## src/rtl/deskew_pkg.sv

```systemverilog
package deskew_pkg;
  localparam logic [7:0] SYM_K = 8'hBC;
  localparam logic [7:0] SYM_R = 8'h1C;

  function automatic logic is_k_sym(input logic [7:0] d, input logic k);
    return k && (d == SYM_K);
  endfunction

  function automatic logic is_r_sym(input logic [7:0] d, input logic k);
    return k && (d == SYM_R);
  endfunction
endpackage

```

## src/rtl/lane_aligner.sv

```systemverilog
module lane_aligner
  import deskew_pkg::*;
#(
  parameter int DW    = 8,
  parameter int DEPTH = 32   // power of two
) (
  input  logic          clk,
  input  logic          rst_n,
  input  logic          resync,
  input  logic          en,
  input  logic [DW-1:0] data_in,
  input  logic          k_in,
  input  logic          released,
  output logic          started,
  output logic          arrive,
  output logic [DW-1:0] data_out,
  output logic          k_out,
  output logic          ovf
);
  localparam int AW = $clog2(DEPTH);

  logic [DW:0]  mem [DEPTH];
  logic [AW:0]  wr_ptr, rd_ptr, fill;
  logic         prev_k, is_k_now, is_r_now, do_wr, full, wr_en;

  assign is_k_now = is_k_sym(data_in, k_in);
  assign is_r_now = is_r_sym(data_in, k_in);
  assign arrive   = en && !started && prev_k && is_r_now;
  assign do_wr    = arrive || started;
  assign fill     = wr_ptr - rd_ptr;
  assign full     = !released && (fill == (AW+1)'(DEPTH));
  assign wr_en    = do_wr && !full;

  always_ff @(posedge clk) begin
    if (!rst_n || resync) begin
      prev_k  <= 1'b0;
      started <= 1'b0;
      wr_ptr  <= '0;
      rd_ptr  <= '0;
      ovf     <= 1'b0;
    end else begin
      prev_k <= is_k_now;
      if (arrive)         started <= 1'b1;
      if (wr_en)          wr_ptr  <= wr_ptr + 1'b1;
      if (released)       rd_ptr  <= rd_ptr + 1'b1;
      if (do_wr && full)  ovf     <= 1'b1;
    end
  end

  always_ff @(posedge clk) begin
    if (wr_en) mem[wr_ptr[AW-1:0]] <= {k_in, data_in};
  end

  logic [DW:0] rd_word;
  assign rd_word  = (released && en) ? mem[rd_ptr[AW-1:0]] : '0;
  assign data_out = rd_word[DW-1:0];
  assign k_out    = rd_word[DW];


  start_after_k_chk: assert property (@(posedge clk) disable iff (!rst_n)
    $rose(started) |-> $past(is_r_now && en));


  full_drop_chk: assert property (@(posedge clk) disable iff (!rst_n)
    (full && !resync) |=> wr_ptr == $past(wr_ptr));


  ovf_hold_chk: assert property (@(posedge clk) disable iff (!rst_n)
    (ovf && !resync) |=> ovf);
endmodule

```

## src/rtl/release_ctrl.sv

```systemverilog
module release_ctrl #(
  parameter int NL     = 4,
  parameter int MF_LEN = 8,
  localparam int CW    = $clog2(MF_LEN),
  localparam int RBW   = $clog2(MF_LEN + 1)
) (
  input  logic           clk,
  input  logic           rst_n,
  input  logic           resync,
  input  logic [NL-1:0]  en,
  input  logic [NL-1:0]  started,
  input  logic [NL-1:0]  arrive,
  input  logic [CW-1:0]  mf_count,
  input  logic           mf_boundary,
  input  logic [CW-1:0]  offset,
  output logic           released,
  output logic [RBW-1:0] rbd_count,
  output logic           deskew_err
);
  // count at which release fires for a non-zero offset (offset clamped)
  function automatic logic [CW-1:0] rel_count(input logic [CW-1:0] off);
    int o;
    o = (int'(off) >= MF_LEN) ? MF_LEN - 1 : int'(off);
    return CW'(MF_LEN - o);
  endfunction

  // counts from a given multiframe count up to the next boundary
  function automatic logic [RBW-1:0] rbd_of(input logic [CW-1:0] cnt);
    return RBW'(MF_LEN - int'(cnt));
  endfunction

  logic          at_point, any_started, go;
  logic [NL-1:0] missing;

  assign at_point    = (offset == '0) ? mf_boundary : (mf_count == rel_count(offset));
  assign missing     = en & ~started;
  assign any_started = |(en & started);
  assign go          = !released && any_started && at_point;

  always_ff @(posedge clk) begin
    if (!rst_n || resync) begin
      released   <= 1'b0;
      rbd_count  <= '0;
      deskew_err <= 1'b0;
    end else begin
      if (go) released <= 1'b1;
      if ((go && |missing) || (released && |arrive)) deskew_err <= 1'b1;
      if (|arrive) rbd_count <= rbd_of(mf_count);
    end
  end


  rel_hold_chk: assert property (@(posedge clk) disable iff (!rst_n)
    (released && !resync) |=> released);


  rel_point_chk: assert property (@(posedge clk) disable iff (!rst_n)
    $rose(released) |-> $past(at_point));


  late_lane_chk: assert property (@(posedge clk) disable iff (!rst_n)
    (go && |missing && !resync) |=> deskew_err);


  err_hold_chk: assert property (@(posedge clk) disable iff (!rst_n)
    (deskew_err && !resync) |=> deskew_err);


  rbd_range_chk: assert property (@(posedge clk) disable iff (!rst_n)
    rbd_count <= RBW'(MF_LEN));
endmodule

```

## src/rtl/deskew_release_buf.sv

```systemverilog
module deskew_release_buf #(
  parameter int NUM_LANES  = 4,
  parameter int MF_LEN     = 8,
  parameter int FIFO_DEPTH = 32,
  localparam int DW        = 8,
  localparam int CW        = $clog2(MF_LEN),
  localparam int RBW       = $clog2(MF_LEN + 1)
) (
  input  logic                    clk,
  input  logic                    rst_n,
  input  logic                    resync,
  input  logic [NUM_LANES-1:0]    lane_en,
  input  logic [NUM_LANES*DW-1:0] lane_data,
  input  logic [NUM_LANES-1:0]    lane_k,
  input  logic [CW-1:0]           mf_count,
  input  logic                    mf_boundary,
  input  logic [CW-1:0]           rbd_offset,
  output logic                    out_valid,
  output logic [NUM_LANES*DW-1:0] out_data,
  output logic [NUM_LANES-1:0]    out_k,
  output logic [RBW-1:0]          rbd_count,
  output logic                    deskew_err,
  output logic [NUM_LANES-1:0]    ovf_err
);
  logic [NUM_LANES-1:0] started, arrive;
  logic                 released;

  for (genvar i = 0; i < NUM_LANES; i++) begin : g_lane
    lane_aligner #(.DW(DW), .DEPTH(FIFO_DEPTH)) u_lane (
      .clk      (clk),
      .rst_n    (rst_n),
      .resync   (resync),
      .en       (lane_en[i]),
      .data_in  (lane_data[i*DW +: DW]),
      .k_in     (lane_k[i]),
      .released (released),
      .started  (started[i]),
      .arrive   (arrive[i]),
      .data_out (out_data[i*DW +: DW]),
      .k_out    (out_k[i]),
      .ovf      (ovf_err[i])
    );
  end

  release_ctrl #(.NL(NUM_LANES), .MF_LEN(MF_LEN)) u_ctrl (
    .clk         (clk),
    .rst_n       (rst_n),
    .resync      (resync),
    .en          (lane_en),
    .started     (started),
    .arrive      (arrive),
    .mf_count    (mf_count),
    .mf_boundary (mf_boundary),
    .offset      (rbd_offset),
    .released    (released),
    .rbd_count   (rbd_count),
    .deskew_err  (deskew_err)
  );

  assign out_valid = released;


  idle_lane_chk: assert property (@(posedge clk) disable iff (!rst_n)
    $countones(started & ~lane_en & ~$past(lane_en)) == 0);
endmodule

```

## config.mk

```make
export PLATFORM = sky130hd
export DESIGN_NAME = deskew_release_buf
export DESIGN_NICKNAME = d
export VERILOG_FILES = /design/src/rtl/deskew_pkg.sv /design/src/rtl/lane_aligner.sv /design/src/rtl/release_ctrl.sv /design/src/rtl/deskew_release_buf.sv
export SDC_FILE = /design/constraint.sdc
export NUM_CORES = 1
export LEC_CHECK = 0
export ABC_AREA = 1
export CAP_MARGIN = 20
export CORE_UTILIZATION = 40
export CTS_CLUSTER_SIZE = 24
export DETAILED_ROUTE_END_ITERATION = 7
export DONT_BUFFER_PORTS = 1
export PLACE_DENSITY = 0.6
export SYNTH_ARGS = -nofsm -noshare
export SYNTH_HDL_FRONTEND = slang
export SYNTH_SLANG_ARGS = --single-unit
```

## constraint.sdc

```tcl
create_clock -name clk -period 3.25 [get_ports clk]
set_input_delay 0.1625 -clock clk [delete_from_list [all_inputs] [get_ports clk]]
set_output_delay 0.1625 -clock clk [all_outputs]
set_load 0.05 [all_outputs]
```

* Word level (Yosys, flattened, before mapping) *
Memory sizes are Yosys's and may differ from the RTL's. A register that Yosys moved wholly into a read port is not among the register bits.
Cells that the tools add are included.

word-level totals
  flip-flop bits (word level) = 66
  input port bits = 50
  word-level logic and storage cells = 138
  output and inout port bits = 46
  RAM bits = 1152
  memories kept = 4

memory list
  name                  depth  bits a word  read ports  clocked after memory_dff  write ports  line                source
  g_lane[0].u_lane.mem  32     9            1           1                         1            lane_aligner.sv:22  logic [DW:0] mem [DEPTH];
  g_lane[1].u_lane.mem  32     9            1           1                         1            lane_aligner.sv:22
  g_lane[2].u_lane.mem  32     9            1           1                         1            lane_aligner.sv:22
  g_lane[3].u_lane.mem  32     9            1           1                         1            lane_aligner.sv:22

cells by class
  equal/unequal tests = 13
  add/sub/neg operators = 14
  bitwise operators = 3
  muxes and demuxes = 21
  reductions and logical operators = 60

operators by type and width
  operator             count
  $add 6x1->6 const B  8
  $logic_and 1x1->1    40
  $mux 5               8
  $mux 9               4
  $eq 8x5->1 const B   4
  $eq 8x8->1 const B   4
  $eq 6x6->1 const B   4
  $sub 6x6->6          4
  $reduce_or 4->1      3
  $logic_not 1->1      10
  $mux 1               9
  $and 4x4->4          2
  $logic_or 1x1->1     6
  $not 4->4            1
  $sub 4x3->4 const A  1
  $eq 3x3->1           1
  $logic_not 3->1      1
  $sub 1x3->3 const A  1

* Depth between registers and ports, before layout *
Gate-level depths: netlist of run 1.

  depth in word-level cells = 8
  mapped depth = 13

* Modules after synthesis *
From an unflattened synthesis of run 1, not the netlist that was laid out.

unflattened totals
  cell total of the unflattened synthesis = 4812
  area total of the unflattened synthesis = 52337.7 um^2

by module, submodules not included
  module                               area each (um^2)  instances  cells each
  lane_aligner (g_lane[0].u_lane ...)  12976.2           3          1183
  lane_aligner (g_lane[3].u_lane)      12977.4           1          1192
  release_ctrl                         431.7             1          71

* Worst setup path before layout of run 1 *
Ideal clock, no wire load.

  path kind = flip-flop to flip-flop
  start = reg g_lane[2].u_lane.rd_ptr[3]
  end = mem g_lane[2].u_lane.mem[16][0] in the netlist's numbering (enable)
  data required time = 2.863 ns
  buffers on the path = 1
  period minus slack after synthesis = 2.478 ns
  setup time = 0.387 ns
  setup slack = 0.772 ns
  cell stages (with the launch flop) = 11
  arrival = 2.092 ns
  cells stage by stage = dfxtp_1 -> inv_1 -> ha_1 -> o21ai_0 -> nand2_1 -> nand2_1 -> nor2_1 -> nand2_2 -> nand2_4 -> buf_6 -> nor3_1

on the way
  longest elaborated chain between the ends = 7

ends and longest elaborated chain
  element                       line                source
  start, declared               lane_aligner.sv:23  logic [AW:0] wr_ptr, rd_ptr, fill;
  start signal, assigned        lane_aligner.sv:45  if (released) rd_ptr <= rd_ptr + 1'b1;
  $sub 6x6->6                   lane_aligner.sv:30  assign fill = wr_ptr - rd_ptr;
  $eq 6x6->1                    lane_aligner.sv:31  assign full = !released && (fill == (AW+1)'(DEPTH));
  $logic_and 1x1->1             lane_aligner.sv:31
  $logic_not 1->1               lane_aligner.sv:32  assign wr_en = do_wr && !full;
  $logic_and 1x1->1             lane_aligner.sv:32
  $mux 1                        lane_aligner.sv:51  if (wr_en) mem[wr_ptr[AW-1:0]] <= {k_in, data_in};
  $mux 1 (implied by the code)  lane_aligner.sv:51
  end, declared                 lane_aligner.sv:22

Every way passes these cells.

==> results of run 1 <==
## power groups by stage
stage	registers, µW	logic, µW	clock network, µW
after floorplan	17700	42.4	0
after detailed placement	17700	66.7	0
after CTS	17400	503	15400
final	17400	500	15100
after global routing	17400	530	16000
after global placement	17700	66.2	0
## flip-flops by register name, indices dropped and copies added, names as in the netlist, named ones only
register and cells:
u_ctrl.deskew_err 1, g_lane.u_lane.wr_ptr 24, u_ctrl.released 1, g_lane.u_lane.started 4
g_lane.u_lane.ovf 4, g_lane.u_lane.mem 1152, u_ctrl.rbd_count 4, g_lane.u_lane.prev_k 4
g_lane.u_lane.rd_ptr 24
## routing by layer
layer | GRT usage [%] | part of all wire [%] | vias to the layer above
met5 | 0 | 0 | -
met1 | 28.4 | 45 | 17000
met2 | 31.7 | 46 | 1056
met3 | 3.18 | 6.0 | 203
li1 | - | - | 16700
met4 | 6.06 | 2.3 | 0
## cell type report
| type | instances | area (µm²) | share of cell area, % |
|---|---|---|---|
| Sequential cell | 1238 | 36300 | 60.4 |
| Multi-Input combinational cell | 3070 | 13500 | 22.5 |
| Inverter | 148 | 604 | 1.00 |
| Timing Repair Buffer | 313 | 3160 | 5.26 |
| Clock inverter | 75 | 677 | 1.12 |
| Tap cell | 1729 | 2160 | 3.60 |
| Clock buffer | 171 | 3690 | 6.14 |
## through the flow
step | instances | area, µm² | setup slack [ns] | util (%) | hold slack [ns]
6_report | 6744 | 60200 | 0.209 | 46.9 | 0.0238
5_1_grt | 6744 | 60200 | 0.00388 | 46.9 | 0.0970
4_1_cts | 6737 | 60000 | -0.00983 | 46.8 | 0.0156
3_5_place_dp | 6408 | 54400 | 0.491 | 42.5 | 0.263
3_3_place_gp | 6408 | 54400 | 0.505 | 42.5 | 0.263
2_1_floorplan | 4713 | 51900 | 0.772 | - | 0.261
## worst max-delay path, delay by kind of cell, from the launching register on
family	cells	cell delay, ns
AND/OR/NAND/NOR	8	0.75
buffers and inverters	3	0.77
flip-flops	1	0.56
## cell families after synthesis
family,share of synthesized area [%]
AND/OR/NAND/NOR,21.9
flip-flops,70.0
buffers and inverters,3.97
AO/OA/AOI/OAI,2.86
adder cells (fa/ha/maj),1.04
XOR/XNOR,0.253
## cell usage in the layout (no fill, tap or decap), types with 47 or more instances in the layout
cell type | Yosys | layout
sky130_fd_sc_hd__nor3_1 | 47 | 47
sky130_fd_sc_hd__o21ai_1 | 49 | 49
sky130_fd_sc_hd__buf_4 | 34 | 209
sky130_fd_sc_hd__nor2_1 | 434 | 434
sky130_fd_sc_hd__nand3_1 | 757 | 757
sky130_fd_sc_hd__o21ai_0 | 155 | 155
sky130_fd_sc_hd__buf_12 | 0 | 48
sky130_fd_sc_hd__dfxtp_1 | 86 | 77
sky130_fd_sc_hd__clkbuf_16 | 0 | 144
sky130_fd_sc_hd__nand2_1 | 1450 | 1450
sky130_fd_sc_hd__inv_1 | 118 | 118
sky130_fd_sc_hd__dlygate4sd3_1 | 0 | 47
sky130_fd_sc_hd__edfxtp_1 | 1152 | 1152
## worst max-delay path by stage
stage | depth (start not counted) | slack, ns | endpoint | startpoint
final | 11 | 0.21 | out_data[31] | flop
after global routing | 9 | 0.004 | out_data[27] | flop
after CTS | 10 | -0.01 | out_data[27] | flop
after detailed placement | 8 | 0.49 | g_lane[2].u_lane.mem[23][1] | g_lane[2].u_lane.wr_ptr[3]
after global placement | 8 | 0.50 | g_lane[2].u_lane.mem[23][1] | g_lane[2].u_lane.wr_ptr[3]
after floorplan | 10 | 0.77 | g_lane[2].u_lane.mem[16][0] | g_lane[2].u_lane.rd_ptr[3]
## what timing repair did
| item | in CTS | in global routing |
|---|---|---|
| resized for setup | 3 | 7 |
| endpoints found under the hold margin | 1210 | 0 |
| cloned | 0 | 2 |
| hold buffers | 83 | 0 |
| setup buffers | 0 | 4 |
| endpoints found under the setup margin | 13 | 26 |
==> parameters.txt, run 1 <==
Parameter                              Value

Min path
  Worst Hold End ... u_ctrl.deskew_err
  Worst hold stages ... 6
  Start point of the worst hold path ... lane_en[1]
  Type of the worst min-delay path ... in2reg

Setup path
  Data arrival time of the critical path ... 2.88 ns
  Most frequent cell on the critical path ... sky130_fd_sc_hd__nand2_1
  Launching point of the worst reg2reg path ... g_lane[3].u_lane.wr_ptr[4]
  Cell count of the worst reg-to-reg path ... 8
  Class of the most critical setup path ... reg2out
  Endpoint of the most critical register-to-register path ... g_lane[3].u_lane.mem[31][5]
  Critical path's largest stage delay ... between 0.5 and 0.6 ns
  Flop2flop setup slack ... 0.55 ns
  Required time reported for the critical path endpoint ... 3.09 ns
  Startpoint kind of the worst setup timing path ... flop
  Peak fanout along the critical path ... 58
  Critical-path cell list ... clkinv_8, buf_12, nand2_1, nand3_1, nand3_1, nand2_1, nand2_1, nand2_1, nor2_1, nor2_1, buf_4
  Endpoint class of the critical path ... output pin
  Slowest cell on the critical path ... sky130_fd_sc_hd__dfxtp_4

Logic synthesis
  Number of distinct library cells after synthesis ... 36
  Synthesized flop and latch total ... 1238
  Synth area leader ... sky130_fd_sc_hd__edfxtp_1
  Fraction of registers with async set/reset ... 0%
  Dominant cells by area after synthesis ... sky130_fd_sc_hd__edfxtp_1 (67%), sky130_fd_sc_hd__nand2_1 (10%), sky130_fd_sc_hd__nand3_1 (7.3%)
  Synth top area share ... 66.6%
  Proportion of synthesized chip area in sequential cells ... 70.0%
  Number of enable flip-flop cells after synthesis ... 1152
  Average instance area after synthesis ... ~11 µm²
  Dominant synthesized flop cell ... sky130_fd_sc_hd__edfxtp_1
  Syn Nets ... 4806
  Count of yosys warnings during synthesis ... 0
  Most used standard cell by instance count after synthesis ... sky130_fd_sc_hd__nand2_1
  Area of the mapped netlist ... slightly above 50000 µm²
  Commonest cells in the netlist ... sky130_fd_sc_hd__nand2_1 (1450), sky130_fd_sc_hd__edfxtp_1 (1152), sky130_fd_sc_hd__nand3_1 (757)
  Syn Inst Count ... 4713

Clock network
  CTS tree ... done
  CTS root buf ... sky130_fd_sc_hd__clkbuf_16
  Number of clock sinks ... ~1200
  Number of CTS-inserted buffers ... ~140
  Clock tree buffer depth ... 3
  Clock-pin slew on the worst setup and hold paths ... roughly 0.060 ns
  Skew-Pair Late Insertion Delay ... approximately 0.75 ns
  CTS HTree Levels ... 4

Status
  Status ... finished, final reports clean

Floorplan
  Number of I/O pins ... 96
  Starting Density ... 40.5%
  Die outline area ... 131000 µm²
  Std-Cell Rows ... 131
  Placeable core region ... 128000 µm²
  Die outline height ... 362 µm
  Die W ... roughly 360 µm

Routing
  Routed wire length ... between 100000 and 150000 µm
  DRT iter0 DRCs ... about 3000
  TritonRoute pass-1 iters ... 5
  Number of nets still failing antenna checks after routing ... 0
  Post-route DRC violation count ... 0
  Via count ... 34900
  Via-to-Cell Ratio ... 5.17
  Post-DR wirelength/cell ... 19.9 µm

Timing
  Worst clock skew on the final layout ... about 0.025 ns
  RSZ-0062 raised after global routing ... false
  Setup-violating endpoint count in the final report ... 0
  Relative slew slack ... 47.2%
  Minimum clock period after layout ... between 3 and 4 ns
  Final number of max-transition violations ... 0
  Number of hold violations in the final report ... 0
  Final Cycle Share ... 93.6%
  Transition time of the tightest slew-check pin ... around 0.79 ns
  Final-layout setup total negative slack ... 0 ns
  Max frequency ... roughly 0.33 GHz

Power
  Internal power component ... around 26000 µW
  Part of the total power dissipated in sequential elements ... 52.7%
  Reported net switching power ... roughly 6600 µW
  Total power draw ... about 33000 µW
  Part of the total power dissipated in the clock network ... approximately 46%
  Highest ir drop seen on vdd ... 0.000513 V
  Sw Ratio ... 20.0%
  Comb pwr share ... 1.5%
  Leakage ... roughly 0.022 µW
  Power Dens Cells ... 548 nW/µm²

Final layout
  Number of diodes ... 0
  Final-stage net count ... 5000
  Synth-to-layout area growth ... 15.9%
  Share of final-layout standard cells stronger than drive strength 1 ... 10.1%
  Filler Cells Inserted ... 11600

Global routing
  First-pass GRT wire length ... 201000 µm
  Remaining global-route overflow ... 0
  Largest net degree at the start of global routing ... 112
  Via count of the first global-routing pass ... 33300
  Global router's overall resource usage ... 20.1%
  Number of antenna violations at the first check in global routing ... 3

Place
  Number of port buffers ... 0
  Routability cong. ... 0.833
  DP Wirelength ... 76100 µm

Run
  Max-cap check violation count ... 0
Power figures use the tool's default switching activity.
==> run 2: changes to the inputs <==
- CORE_MARGIN: unset -> 10
- CORE_UTILIZATION: 40 -> 45
- PLACE_DENSITY: 0.6 -> 0.66
==> run 2 against run 1 <==
Against the previous run:
- clock power about the same
- core utilization increased by 5.2 points
- total power decreased by 1.0%
- clock skew increased by 0.0090 ns
- worst hold slack improved by 0.023 ns
- combinational power decreased by 1%
- clock-buffer cell count decreased by 2
- setup slack got worse by 0.036 ns
- sequential cell count unchanged
- critical path depth unchanged
==> parameters.txt, run 2 (synthesized netlist as in run 1, its figures left out) <==
Parameter                              Value

Setup path
  Required time reported for the critical path endpoint ... 3.09 ns (about the same)
  Cell count of the worst reg-to-reg path ... 10 (+2)
  Endpoint of the most critical register-to-register path ... g_lane[1].u_lane.mem[31][6]
  Data arrival time of the critical path ... 2.91 ns (+0.03 ns)
  Flop2flop setup slack ... 0.52 ns (-0.03 ns)
  Endpoint class of the critical path ... output pin
  Class of the most critical setup path ... reg2out
  Peak fanout along the critical path ... 66 (+14%)
  Launching point of the worst reg2reg path ... g_lane[1].u_lane.wr_ptr[3]
  Startpoint kind of the worst setup timing path ... flop

Place
  Number of port buffers ... 0 (unchanged)
  Placed instance count ... 6178 (-3.6%)
  DP Wirelength ... 74200 µm (-2.5%)
  Routability cong. ... 0.834 (+0.12%)
  Placed standard-cell area ... 54100 µm² (-0.68%)

Final layout
  Flip-flop count of the largest register after layout ... 1152 (unchanged)
  Final-stage net count ... 4982 (-0.36%)
  Most common cell after layout, fill and taps aside ... sky130_fd_sc_hd__nand2_1
  Share of final-layout standard cells stronger than drive strength 1 ... 9.58% (-0.57 points)
  Filler Cells Inserted ... 9702 (-16%)
  Commonest cells after routing, fill and taps aside ... sky130_fd_sc_hd__nand2_1 (1450), sky130_fd_sc_hd__edfxtp_1 (1152), sky130_fd_sc_hd__nand3_1 (757)
  Synth-to-layout area growth ... 15.0%
  Final instance count without filler cells ... 6504 (-3.6%)
  Final std cell area, no fill ... 59700 µm² (-0.80%)

Floorplan
  Number of I/O pins ... 96 (unchanged)
  Starting Density ... 45.3% (+4.8 points)
  Die outline height ... 360 µm (-0.72%)
  Std-Cell Rows ... 124 (-5.3%)
  Die outline area ... 129000 µm² (-1.4%)
  Die W ... 360 µm (-0.72%)
  Placeable core region ... 115000 µm² (-11%)

Timing
  Final-layout setup total negative slack ... 0 ns (unchanged)
  Worst hold slack ... 0.0471 ns (+0.0233 ns)
  Max frequency ... 0.325 GHz (-1.2%)
  Relative slew slack ... 40.6% (-6.6 points)
  Worst clock skew on the final layout ... 0.0341 ns (+0.00896 ns)
  Number of hold violations in the final report ... 0 (unchanged)
  Transition time of the tightest slew-check pin ... 0.892 ns (+0.100 ns)
  RSZ-0062 raised after global routing ... false
  Minimum clock period after layout ... 3.08 ns (+0.0358 ns)
  Setup-violating endpoint count in the final report ... 0 (unchanged)
  Final Cycle Share ... 94.7% (+1.1 points)
  Final number of max-transition violations ... 0 (unchanged)

Routing
  TritonRoute pass-1 iters ... 6 (+1)
  Via count ... 34900 (+0.15%)
  Wire length on met1 ... 56300 µm (-7.3%)
  Via-to-Cell Ratio ... 5.37 (+3.9%)
  Routed length on met2 ... 61000 µm (-2.2%)
  Routed wire length ... 131000 µm (-2.5%)
  Number of nets still failing antenna checks after routing ... 0 (unchanged)
  Uppermost metal layer occupied by signal nets ... met5
  Post-route DRC violation count ... 0 (unchanged)
  Sum of met3 wire segment lengths after detailed routing ... 10100 µm (+26%)
  Post-DR wirelength/cell ... 20.1 µm (+1.1%)
  DRT iter0 DRCs ... 3461 (+17%)

Min path
  Worst hold stages ... 5 (-1)
  Type of the worst min-delay path ... in2reg
  Start point of the worst hold path ... rst_n
  Worst Hold End ... g_lane[1].u_lane.wr_ptr[1]

Clock network
  CTS tree ... done
  Skew-Pair Late Insertion Delay ... 0.75 ns (about the same)
  Clock-pin slew on the worst setup and hold paths ... 0.06 ns (about the same)
  Number of CTS-inserted buffers ... 132 (-2.9%)
  CTS root buf ... sky130_fd_sc_hd__clkbuf_16
  Number of clock sinks ... 1238 (unchanged)
  Clock tree buffer depth ... 3 (unchanged)
  CTS HTree Levels ... 4 (unchanged)

Global routing
  First-pass GRT wire length ... 202000 µm (+0.19%)
  Number of antenna violations at the first check in global routing ... 10 (+7)
  Remaining global-route overflow ... 0 (unchanged)
  Largest net degree at the start of global routing ... 145 (+29%)
  Via count of the first global-routing pass ... 33800 (+1.4%)
  Global router's overall resource usage ... 19.8% (-0.25 points)

Power
  Total power draw ... 32700 µW (-1.0%)
  Highest ir drop seen on vdd ... 0.000443 V (-14%)
  Leakage ... 0.0217 µW (-0.65%)
  Power Dens Cells ... 547 nW/µm² (-0.24%)

Status
  Status ... finished, final reports clean

Run
  Max-cap check violation count ... 0 (unchanged)
-- run 2: cell count changes in the layout (fill, tap and decap cells not counted), sizes merged --
cell	before	now
bufinv	10	12
buf	264	248
diode	0	3
inv	134	136
clkinv	74	60
-- run 2: area by class of cell --
| cell class | instances | area, µm² | area share (%) |
|---|---|---|---|
| Timing Repair Buffer | 299 | 3090 | 5.17 |
| Tap cell | 1512 | 1890 | 3.17 |
| Clock inverter | 65 | 708 | 1.19 |
| Inverter | 148 | 577 | 0.966 |
| Sequential cell | 1238 | 36300 | 60.9 |
| Multi-Input combinational cell | 3070 | 13500 | 22.7 |
| Clock buffer | 169 | 3550 | 5.94 |
| Antenna cell | 3 | 7.51 | 0.0126 |
-- run 2: worst max-delay path, stage by stage (launching register included) --
cell	delay, ns
sky130_fd_sc_hd__dfxtp_4	0.47
sky130_fd_sc_hd__inv_4	0.13
sky130_fd_sc_hd__buf_8	0.36
sky130_fd_sc_hd__nand2_1	0.09
sky130_fd_sc_hd__nand3_1	0.08
sky130_fd_sc_hd__nand3_1	0.11
sky130_fd_sc_hd__nand2_1	0.16
sky130_fd_sc_hd__nand2_1	0.06
sky130_fd_sc_hd__nand3_1	0.12
sky130_fd_sc_hd__nand2_1	0.08
sky130_fd_sc_hd__nor2_1	0.21
sky130_fd_sc_hd__buf_4	0.24
-- run 2: routing by layer --
layer,vias to the layer above,track usage [%]
met2,1251,31.3
met3,241,3.96
met5,-,0
met1,16800,27.5
li1,16600,-
met4,10,6.05
-- run 2: power by group --
group / switching [µW] / total (µW) / leakage, µW / internal (µW)
logic: 349 / 493 / 0.00860 / 143
clock network: 6090 / 14800 / 0.00205 / 8690
registers: 0.00700 / 17400 / 0.0110 / 17400
total: 6440 / 32700 / 0.0217 / 26200
-- run 2: worst max path at each step --
stage                                        endpoint  slack (ns)  depth (start not counted)
final                                     out_data[5]        0.17                         11
after global routing                     out_data[22]        0.01                         11
after CTS                                    out_k[0]       0.006                         11
after detailed placement  g_lane[2].u_lane.mem[19][4]        0.50                          9
after global placement     g_lane[2].u_lane.mem[1][0]        0.49                          9
after floorplan           g_lane[2].u_lane.mem[16][0]        0.77                         10
-- run 2: per-stage QoR --
step	setup slack (ns)	util, %
6_report	0.173	52.1
5_1_grt	0.0106	52.1
4_1_cts	0.00638	52.0
3_5_place_dp	0.496	47.2
3_3_place_gp	0.494	47.2
2_1_floorplan	0.772	-
-- run 2: repair_timing --
item	CTS	global route
endpoints found under the setup margin	11	17
buffers inserted	1	1
hold endpoints to repair	1213	0
cloned	0	1
gates resized for setup	5	15
hold buffers	83	0
